File: src/rtl/nand_ecc_pkg.sv
package nand_ecc_pkg;

    localparam int PAIRS     = 12;
    localparam int CODE_W    = 2 * PAIRS;
    localparam int LO_PAIRS  = 8;
    localparam int LOC_BIT_W = 3;
    localparam int LOC_OFF_W = PAIRS - LOC_BIT_W;
    localparam int WT_W      = $clog2(CODE_W + 1);

    typedef enum logic [1:0] {
        ST_CLEAN = 2'b00,
        ST_FIXED = 2'b01,
        ST_FATAL = 2'b10
    } ecc_status_e;

    typedef enum logic {
        S_IDLE = 1'b0,
        S_SCAN = 1'b1
    } scan_state_e;

    // Reorder a stored-layout code so that pair k sits at bits {2k+1 (odd), 2k (even)}.
    function automatic logic [CODE_W-1:0] pair_order(input logic [CODE_W-1:0] raw);
        logic [CODE_W-1:0] r;
        r = '0;
        for (int k = 0; k < PAIRS; k++) begin
            if (k < LO_PAIRS) begin
                r[2*k]   = raw[k];
                r[2*k+1] = raw[LO_PAIRS + k];
            end else begin
                r[2*k]   = raw[2*LO_PAIRS + (k - LO_PAIRS)];
                r[2*k+1] = raw[2*LO_PAIRS + (PAIRS - LO_PAIRS) + (k - LO_PAIRS)];
            end
        end
        return r;
    endfunction

endpackage

File: src/rtl/ecc_syndrome_unit.sv
module ecc_syndrome_unit
    import nand_ecc_pkg::*;
(
    input  logic [CODE_W-1:0]    stored_i,
    input  logic [CODE_W-1:0]    calc_i,
    output ecc_status_e          status_o,
    output logic [LOC_OFF_W-1:0] off_o,
    output logic [LOC_BIT_W-1:0] bit_o
);

    logic [CODE_W-1:0] syn;
    logic [PAIRS-1:0]  odd_bits;
    logic [WT_W-1:0]   weight;
    logic              blank_page;

    assign syn        = pair_order(stored_i) ^ pair_order(calc_i);
    assign blank_page = (stored_i == '1) && (calc_i == '0);

    always_comb begin
        weight = '0;
        for (int i = 0; i < CODE_W; i++) begin
            weight = weight + WT_W'(syn[i]);
        end
    end

    always_comb begin
        for (int k = 0; k < PAIRS; k++) begin
            odd_bits[k] = syn[2*k+1];
        end
    end

    always_comb begin
        status_o = ST_FATAL;
        off_o    = '0;
        bit_o    = '0;
        if (stored_i == calc_i) begin
            status_o = ST_CLEAN;
        end else begin
            unique case (weight)
                WT_W'(PAIRS): begin
                    status_o = ST_FIXED;
                    off_o    = odd_bits[PAIRS-1:LOC_BIT_W];
                    bit_o    = odd_bits[LOC_BIT_W-1:0];
                end
                WT_W'(1), WT_W'(PAIRS-1): status_o = ST_FATAL;
                default: status_o = blank_page ? ST_CLEAN : ST_FATAL;
            endcase
        end
    end

endmodule

File: src/rtl/ecc_fix_store.sv
module ecc_fix_store
    import nand_ecc_pkg::*;
#(
    parameter int SECTORS = 4,
    localparam int SEC_W  = $clog2(SECTORS),
    localparam int ADDR_W = SEC_W + LOC_OFF_W
) (
    input  logic                 clk,
    input  logic                 rst_n,
    input  logic                 clear_i,
    input  logic                 set_i,
    input  logic [SEC_W-1:0]     set_sec_i,
    input  logic [LOC_OFF_W-1:0] set_off_i,
    input  logic [LOC_BIT_W-1:0] set_bit_i,
    input  logic [ADDR_W-1:0]    patch_addr_i,
    input  logic [7:0]           patch_in_i,
    output logic [7:0]           patch_out_o
);

    logic [SECTORS-1:0]   fix_vld;
    logic [LOC_OFF_W-1:0] fix_off [SECTORS];
    logic [LOC_BIT_W-1:0] fix_bit [SECTORS];
    logic [SECTORS-1:0]   hit;
    logic [SEC_W-1:0]     p_sec;
    logic [LOC_OFF_W-1:0] p_off;

    assign p_sec = patch_addr_i[ADDR_W-1:LOC_OFF_W];
    assign p_off = patch_addr_i[LOC_OFF_W-1:0];

    for (genvar g = 0; g < SECTORS; g++) begin : g_slot
        always_ff @(posedge clk or negedge rst_n) begin
            if (!rst_n) begin
                fix_vld[g] <= 1'b0;
                fix_off[g] <= '0;
                fix_bit[g] <= '0;
            end else if (clear_i) begin
                fix_vld[g] <= 1'b0;
            end else if (set_i && (set_sec_i == SEC_W'(g))) begin
                fix_vld[g] <= 1'b1;
                fix_off[g] <= set_off_i;
                fix_bit[g] <= set_bit_i;
            end
        end
        assign hit[g] = fix_vld[g] && (p_sec == SEC_W'(g)) && (fix_off[g] == p_off);
    end

    always_comb begin
        patch_out_o = patch_in_i;
        for (int s = 0; s < SECTORS; s++) begin
            if (hit[s]) begin
                patch_out_o = patch_in_i ^ (8'd1 << fix_bit[s]);
            end
        end
    end

endmodule

File: src/rtl/nand_ecc_corrector.sv
module nand_ecc_corrector
    import nand_ecc_pkg::*;
#(
    parameter int SECTORS = 4,
    localparam int SEC_W  = $clog2(SECTORS),
    localparam int ADDR_W = SEC_W + LOC_OFF_W,
    localparam int BUS_W  = SECTORS * CODE_W
) (
    input  logic                 clk,
    input  logic                 rst_n,
    input  logic                 start,
    input  logic                 multi,
    input  logic [BUS_W-1:0]     stored_code,
    input  logic [BUS_W-1:0]     calc_code,
    output logic                 busy,
    output logic                 res_valid,
    output logic [1:0]           res_status,
    output logic [SEC_W-1:0]     res_sector,
    output logic [LOC_OFF_W-1:0] res_offset,
    output logic [LOC_BIT_W-1:0] res_bit,
    output logic                 res_last,
    input  logic [ADDR_W-1:0]    patch_addr,
    input  logic [7:0]           patch_in,
    output logic [7:0]           patch_out
);

    scan_state_e          state, nxt;
    logic [SEC_W-1:0]     idx;
    logic                 multi_q;
    logic [BUS_W-1:0]     stored_q, calc_q;
    ecc_status_e          cur_status;
    logic [LOC_OFF_W-1:0] cur_off;
    logic [LOC_BIT_W-1:0] cur_bit;
    logic                 sect_last, go, stop;

    assign go        = (state == S_IDLE) && start;
    assign sect_last = multi_q ? (idx == SEC_W'(SECTORS-1)) : (idx == '0);
    assign stop      = sect_last || (cur_status == ST_FATAL);
    assign busy      = (state == S_SCAN);

    ecc_syndrome_unit u_syn (
        .stored_i (stored_q[idx*CODE_W +: CODE_W]),
        .calc_i   (calc_q[idx*CODE_W +: CODE_W]),
        .status_o (cur_status),
        .off_o    (cur_off),
        .bit_o    (cur_bit)
    );

    ecc_fix_store #(.SECTORS(SECTORS)) u_fix (
        .clk          (clk),
        .rst_n        (rst_n),
        .clear_i      (go),
        .set_i        (busy && (cur_status == ST_FIXED)),
        .set_sec_i    (idx),
        .set_off_i    (cur_off),
        .set_bit_i    (cur_bit),
        .patch_addr_i (patch_addr),
        .patch_in_i   (patch_in),
        .patch_out_o  (patch_out)
    );

    // Transitions: GO (S_IDLE->S_SCAN), NEXT (S_SCAN->S_SCAN), STOP (S_SCAN->S_IDLE)
    always_comb begin
        nxt = state;
        unique case (state)
            S_IDLE: if (start) nxt = S_SCAN;
            S_SCAN: if (stop)  nxt = S_IDLE;
            default: nxt = S_IDLE;
        endcase
    end

    always_ff @(posedge clk or negedge rst_n) begin
        if (!rst_n) begin
            state    <= S_IDLE;
            idx      <= '0;
            multi_q  <= 1'b0;
            stored_q <= '0;
            calc_q   <= '0;
        end else begin
            state <= nxt;
            if (go) begin
                idx      <= '0;
                multi_q  <= multi;
                stored_q <= stored_code;
                calc_q   <= calc_code;
            end else if (busy) begin
                idx <= idx + 1'b1;
            end
        end
    end

    always_ff @(posedge clk or negedge rst_n) begin
        if (!rst_n) begin
            res_valid  <= 1'b0;
            res_status <= 2'b00;
            res_sector <= '0;
            res_offset <= '0;
            res_bit    <= '0;
            res_last   <= 1'b0;
        end else if (busy) begin
            res_valid  <= 1'b1;
            res_status <= cur_status;
            res_sector <= idx;
            res_offset <= cur_off;
            res_bit    <= cur_bit;
            res_last   <= stop;
        end else begin
            res_valid  <= 1'b0;
            res_status <= 2'b00;
            res_sector <= '0;
            res_offset <= '0;
            res_bit    <= '0;
            res_last   <= 1'b0;
        end
    end

endmodule

File: config.mk
export PLATFORM = sky130hd
export DESIGN_NAME = nand_ecc_corrector
export DESIGN_NICKNAME = d
export VERILOG_FILES = /design/src/rtl/nand_ecc_pkg.sv /design/src/rtl/ecc_syndrome_unit.sv /design/src/rtl/ecc_fix_store.sv /design/src/rtl/nand_ecc_corrector.sv
export SDC_FILE = /design/constraint.sdc
export NUM_CORES = 1
export LEC_CHECK = 0
export BUFFER_PORTS_ARGS = -buffer_cell sky130_fd_sc_hd__buf_2
export CORE_MARGIN = 3
export CORE_UTILIZATION = 56
export CTS_CLUSTER_DIAMETER = 120
export DETAILED_ROUTE_END_ITERATION = 8
export GPL_TIMING_DRIVEN = 0
export PLACE_DENSITY = 0.8
export SLEW_MARGIN = 25
export SYNTH_ARGS = -nofsm -noshare
export SYNTH_HDL_FRONTEND = slang
export SYNTH_SLANG_ARGS = --single-unit
export TNS_END_PERCENT = 20
File: constraint.sdc
create_clock -name clk -period 8.7 [get_ports clk]
set_input_delay 1.74 -clock clk [delete_from_list [all_inputs] [get_ports clk]]
set_output_delay 1.74 -clock clk [all_outputs]
set_load 0.01 [all_outputs]
* Word level (Yosys, flattened, before mapping)
Index checks and enable logic that the tools add are counted.
Widths: inputs -> output; s select.
** Storage, ports and cells
- Bits in registers :: 266
- Logic and storage cells :: 138
- Output and inout bits :: 27
- Input port bits :: 215
** Cells by class
- Reductions and logical operators :: 29
- Bitwise operators :: 7
- Shift-type cells :: 6
- Mux-type cells :: 31
- Equality and inequality tests :: 17
- Multiply operators :: 1
- $add $sub $neg :: 24
** Operators by type and width (number)
- $shiftx 96x8->24 :: 2
- $add 5x1->5 :: 22
- $eq 9x9->1 :: 4
- $mux 8 :: 4
- $shl 1x3->8 const A :: 4
- $xor 8x8->8 :: 4
- $mux 9 :: 3
- $eq 24x24->1 :: 1
- $eq 24x24->1 const B :: 1
- $logic_not 24->1 :: 1
- $xor 24x24->24 :: 1
- $logic_and 1x1->1 :: 15
- $mux 1 :: 13
- $mux 2 :: 6
- $eq 2x2->1 const B :: 5
- $eq 5x4->1 const B :: 2
- $reduce_bool 2->1 :: 5
- $mux 3 :: 3
- $reduce_and 2->1 :: 4
- $eq 2x1->1 const B :: 3
- $eq 5x1->1 const B :: 1
- $logic_not 2->1 :: 2
- $mul 2x2->4 const B :: 1
- $pmux 2 s2 :: 1
- 6 further kinds :: 7

* Logic depth before layout (Yosys ltp)
- Depth after elaboration :: 35
- Gate-level depth with buffers :: 26

* Hierarchy
From an unflattened synthesis, not the netlist that was laid out.
** Unflattened totals
- Cells, all modules :: 887
- Area total of the unflattened synthesis :: 13651.8 um2
** By module, submodules not included
- nand_ecc_corrector :: cells an instance 521, instances 1, seq. area each 5355.1 um2, area each 9718.1 um2
- ecc_fix_store :: cells an instance 246, instances 1, seq. area each 1301.2 um2, area each 2806.4 um2
- ecc_syndrome_unit :: cells an instance 120, instances 1, seq. area each 0.0 um2, area each 1127.3 um2

* Worst setup path after synthesis
OpenSTA, ideal clock, no wires.
- Kind :: register to register
- Start :: register idx[0]
- End :: register u_fix.fix_bit[0] (netlist bit)
- Required time :: 8.575 ns
- Stages on the path, launching flop included :: 23
- Arrival time :: 6.772 ns
- Setup slack :: 1.803 ns
- Clock period less this slack :: 6.897 ns
- Cells stage by stage :: dfrtp_1 -> buf_6 -> buf_2 -> buf_2 -> mux4_2 -> xnor2_1 -> fa_1 -> inv_1 -> fa_1 -> inv_1 -> fa_1 -> fa_1 -> fa_1 -> fa_1 -> fa_1 -> xnor2_1 -> nand3_1 -> nor3b_1 -> and4_1 -> clkbuf_1 -> o211a_4 -> buf_6 -> mux2_4
** On the way
- Word-level cells in the longest chain between the ends :: 34
- Elaborated cells on any way between the ends :: 45
** RTL lines
- start: declaration :: RTL line nand_ecc_corrector.sv:28 : logic [SEC_W-1:0] idx;
- start signal: assignment :: RTL line nand_ecc_corrector.sv:87 : idx <= idx + 1'b1;
- $mul 2x2->4 :: RTL line nand_ecc_corrector.sv:42, nand_ecc_corrector.sv:43
- $shiftx 96x8->24 (on tied branches) :: RTL line nand_ecc_corrector.sv:42, nand_ecc_corrector.sv:43
- $xor 24x24->24 :: RTL line ecc_syndrome_unit.sv:16 : assign syn = pair_order(stored_i) ^ pair_order(calc_i);
- $add 1x1->2 :: RTL line ecc_syndrome_unit.sv:22 : weight = weight + WT_W'(syn[i]);
- $add 5x1->5 (22 in series) :: RTL line ecc_syndrome_unit.sv:22
- $eq 5x1->1 or $eq 5x4->1 (tied branches) :: RTL line ecc_syndrome_unit.sv:39 : unique case (weight)
- $reduce_or 2->1 :: RTL line ecc_syndrome_unit.sv:39
- $pmux 2 s2 :: RTL line ecc_syndrome_unit.sv:39
- $mux 2 :: RTL line ecc_syndrome_unit.sv:36 : if (stored_i == calc_i) begin
- $eq 2x1->1 :: RTL line nand_ecc_corrector.sv:53 : .set_i (busy && (cur_status == ST_FIXED)),
- $logic_and 1x1->1 :: RTL line nand_ecc_corrector.sv:53
- $logic_and 1x1->1 :: RTL line ecc_fix_store.sv:38 : end else if (set_i && (set_sec_i == SEC_W'(g))) begin
- $reduce_and 2->1 (no source line)
- end signal: indexed assignment :: RTL line ecc_fix_store.sv:41 : fix_bit[g] <= set_bit_i;
- end: declaration :: RTL line ecc_fix_store.sv:22 : logic [LOC_BIT_W-1:0] fix_bit [SECTORS];
Parallel ways exist; a longest one is shown, timed or not.
A chain may end at the register's enable or synchronous reset.

* Worst setup path in the final report
- Start :: register idx[1]
- End :: register u_fix.fix_off[3] (netlist bit)
** On the way
- Word-level cells in the longest chain between the ends :: 34
- Elaborated cells on any way between the ends :: 45
** RTL lines
- $mul 2x2->4 :: RTL line nand_ecc_corrector.sv:42, nand_ecc_corrector.sv:43
- $shiftx 96x8->24 (on tied branches) :: RTL line nand_ecc_corrector.sv:42, nand_ecc_corrector.sv:43
- $xor 24x24->24 :: RTL line ecc_syndrome_unit.sv:16
- $add 1x1->2 :: RTL line ecc_syndrome_unit.sv:22
- $add 5x1->5 (22 in series) :: RTL line ecc_syndrome_unit.sv:22
- $eq 5x1->1 or $eq 5x4->1 (tied branches) :: RTL line ecc_syndrome_unit.sv:39
- $reduce_or 2->1 :: RTL line ecc_syndrome_unit.sv:39
- $pmux 2 s2 :: RTL line ecc_syndrome_unit.sv:39
- $mux 2 :: RTL line ecc_syndrome_unit.sv:36
- $eq 2x1->1 :: RTL line nand_ecc_corrector.sv:53
- $logic_and 1x1->1 :: RTL line nand_ecc_corrector.sv:53
- $logic_and 1x1->1 :: RTL line ecc_fix_store.sv:38
- $reduce_and 2->1 (no source line)
- end signal: indexed assignment :: RTL line ecc_fix_store.sv:40 : fix_off[g] <= set_off_i;
- end: declaration :: RTL line ecc_fix_store.sv:21 : logic [LOC_OFF_W-1:0] fix_off [SECTORS];
Parallel ways exist; a longest one is shown, timed or not.

==> metrics <==
status finished clean; ys flop type dfrtp_1; Reg area 6660 um^2; clk slew on worst S/H paths 70 ps; largest net degree at the start of global routing 99; crit share post-route 0.941; core region area 22,800 um^2; post-synth top area cell dfrtp_1; Crit path arrival time 8610 ps; synthesized instance count 1,297; via count 10,800; clock period minus worst slack 8190 ps; Clk Latency, worst-skew pair 540 ps; multiplexer share of the synthesized area 0.134; adder and majority gate portion of the synthesized area 0.0372; Max-slew headroom 0.332; number of enable flip-flop cells after synthesis 0; io pins 242; CTS Hold Bufs 0; Final Slew Violations 0; fraction of layout cells with a size suffix above 1 0.255; die area 25,400 um^2; crit path kind reg2reg; worst hold-check path type reg2reg; synthesized cell area 13,200 um^2; port buffer count 241; critical-path maximum fanout 10; cts bufs inserted 28; Die X 159 um; Post-CTS Setup Bufs 0; GRT Overall Usage 0.304; largest family of logic cells by synthesized area simple AND/OR/NAND/NOR gates; FP Rows 55; ant diodes 0; global-route wire length before repair 60,800 um; syn avg cell area 10.2 um^2; Layout area overhead 20.7%; CTS sink cnt 266; Nets 1,814; clock skew after layout 14.8 ps; asr flop ratio synth 1.00; antenna violations before repair 0; highest clock rate 122 MHz; cts repair resizes 0; Starting Density 0.576; WL final 38,700 um; DR vias/cell 5.66; initial DRC count 995; startpoint type of the worst setup path register; gr ovfl total 0; Setup TNS Final 0 ps; Synth top area share 0.506; synth warn 0; drt wl/cell 20.4 um; Worst Tran Pin Value 1000 ps; GPL Wtd Cong 0.966; vias in the first global route 11,300; CTS H-Tree Depth 1; TritonCTS clock tree yes; Hold Violations, Final 0; Synth Area in Simple Gates 0.220; DRC Markers 0; register area share after synthesis 0.506; Synth area leaders dfrtp_1 51%, nand2_1 17%, mux4_2 8.2%; chip height 159 um; commonest cells after routing, fill and taps aside 586 x nand2_1, 266 x dfrtp_1, 244 x buf_2; CP endpoint kind register; DP HPWL 28,200 um; footprint of the multi-input gates 6080 um^2; Synth cell types 55; commonest non-fill, non-tap cell in the layout nand2_1; final setup violating endpoints 0; fillcell total 1,698; post-route ant nets 0; CTS Buffer Depth 3; Post-Synth XOR/XNOR Area 0.0476; Mapped Nets 1,541; critical path required time 9120 ps; #FFs+latches synth 266; Compound-Gate Fraction of Synth Area 0.0229; First-pass DRT Iterations 5; RSZ-0062 raised after global routing false; max cap viols 0; clk root buf clkbuf_16
==> stage by stage <==
| step | util | hold WS [ps] | area, um^2 | std cells | worst slack, ps |
|---|---|---|---|---|---|
| finish | 0.696 | 470 | 15900 | 1903 | 513 |
| global route | 0.696 | 481 | 15900 | 1903 | 332 |
| CTS | 0.696 | 473 | 15900 | 1903 | 634 |
| detailed placement | 0.649 | 457 | 14800 | 1853 | 713 |
| global placement | 0.646 | 452 | 14800 | 1851 | 815 |
| floorplan | - | 440 | 13200 | 1297 | 1800 |
==> cells by family after synthesis <==
logic type	count (synthesis)
adder cells (fa/ha/maj)	29
multiplexers	97
flip-flops	266
XOR/XNOR	70
buffers and inverters	98
AO/OA/AOI/OAI	35
AND/OR/NAND/NOR	702
==> final cells by class <==
type | count | share of cell area
sequential | 266 | 0.419
multi-input combinational | 933 | 0.382
timing repair buffer | 243 | 0.0800
clock buffer | 39 | 0.0524
tap | 313 | 0.0246
buffer | 69 | 0.0202
clock inverter | 11 | 0.0147
inverter | 29 | 0.00685
==> worst max-delay path, stage by stage, from the launching register on <==
cell	delay (ps)
dfrtp_1	530
buf_1	790
mux4_2	490
xnor2_1	570
inv_1	130
ha_1	330
inv_1	80
fa_1	430
fa_1	520
fa_1	430
fa_1	510
fa_1	460
fa_1	480
fa_1	480
xnor2_1	210
nand3_1	110
nor3b_1	230
and4_1	230
clkbuf_1	270
o211a_4	250
buf_6	200
mux2_4	320
==> registers in the layout, summed over array words and instances (netlist names) <==
name,count
res_status,2
res_offset,9
res_bit,3
res_sector,2
u_fix.fix_vld,4
u_fix.fix_bit,12
u_fix.fix_off,36
calc_q,96
multi_q,1
idx,2
busy,1
res_last,1
stored_q,96
res_valid,1
==> synthesized netlist by cell type, drive strengths merged, types with 5 or more instances <==
master	count
buf	18
clkbuf	51
dfrtp	266
fa	17
ha	12
inv	29
mux2	48
mux4	48
nand2	586
nand2b	5
nand3	7
nand4	17
nor2	33
nor2b	7
nor3	7
nor4	7
nor4bb	11
o21ai	5
o31ai	6
xnor2	55
xor2	14
==> routing by layer <==
layer | GRT usage | part of all wire | vias to the layer above
met5 | 0 | 0 | -
met4 | 0.138 | 0.048 | 0
met3 | 0.0414 | 0.075 | 129
met2 | 0.501 | 0.49 | 599
met1 | 0.408 | 0.39 | 5274
li1 | - | - | 4772
==> final timing paths <==
| kind | depth (start not counted) | slack (ps) | start | end |
|---|---|---|---|---|
| setup / recovery | 21 | 510 | idx[1] | u_fix.fix_off[3] |
| hold / removal | 2 | 470 | stored_q[68] | stored_q[68] |
| setup reg to reg | 21 | 510 | idx[1] | u_fix.fix_off[3] |
| hold reg to reg | 2 | 470 | stored_q[68] | stored_q[68] |
| max in group asynchronous | 2 | 6620 | rst_n | stored_q[43] |
| min in group asynchronous | 1 | 1190 | rst_n | calc_q[7] |
Power is not shown: default switching activity piles up to over one toggle a cycle in this logic, so the estimate is an artifact.
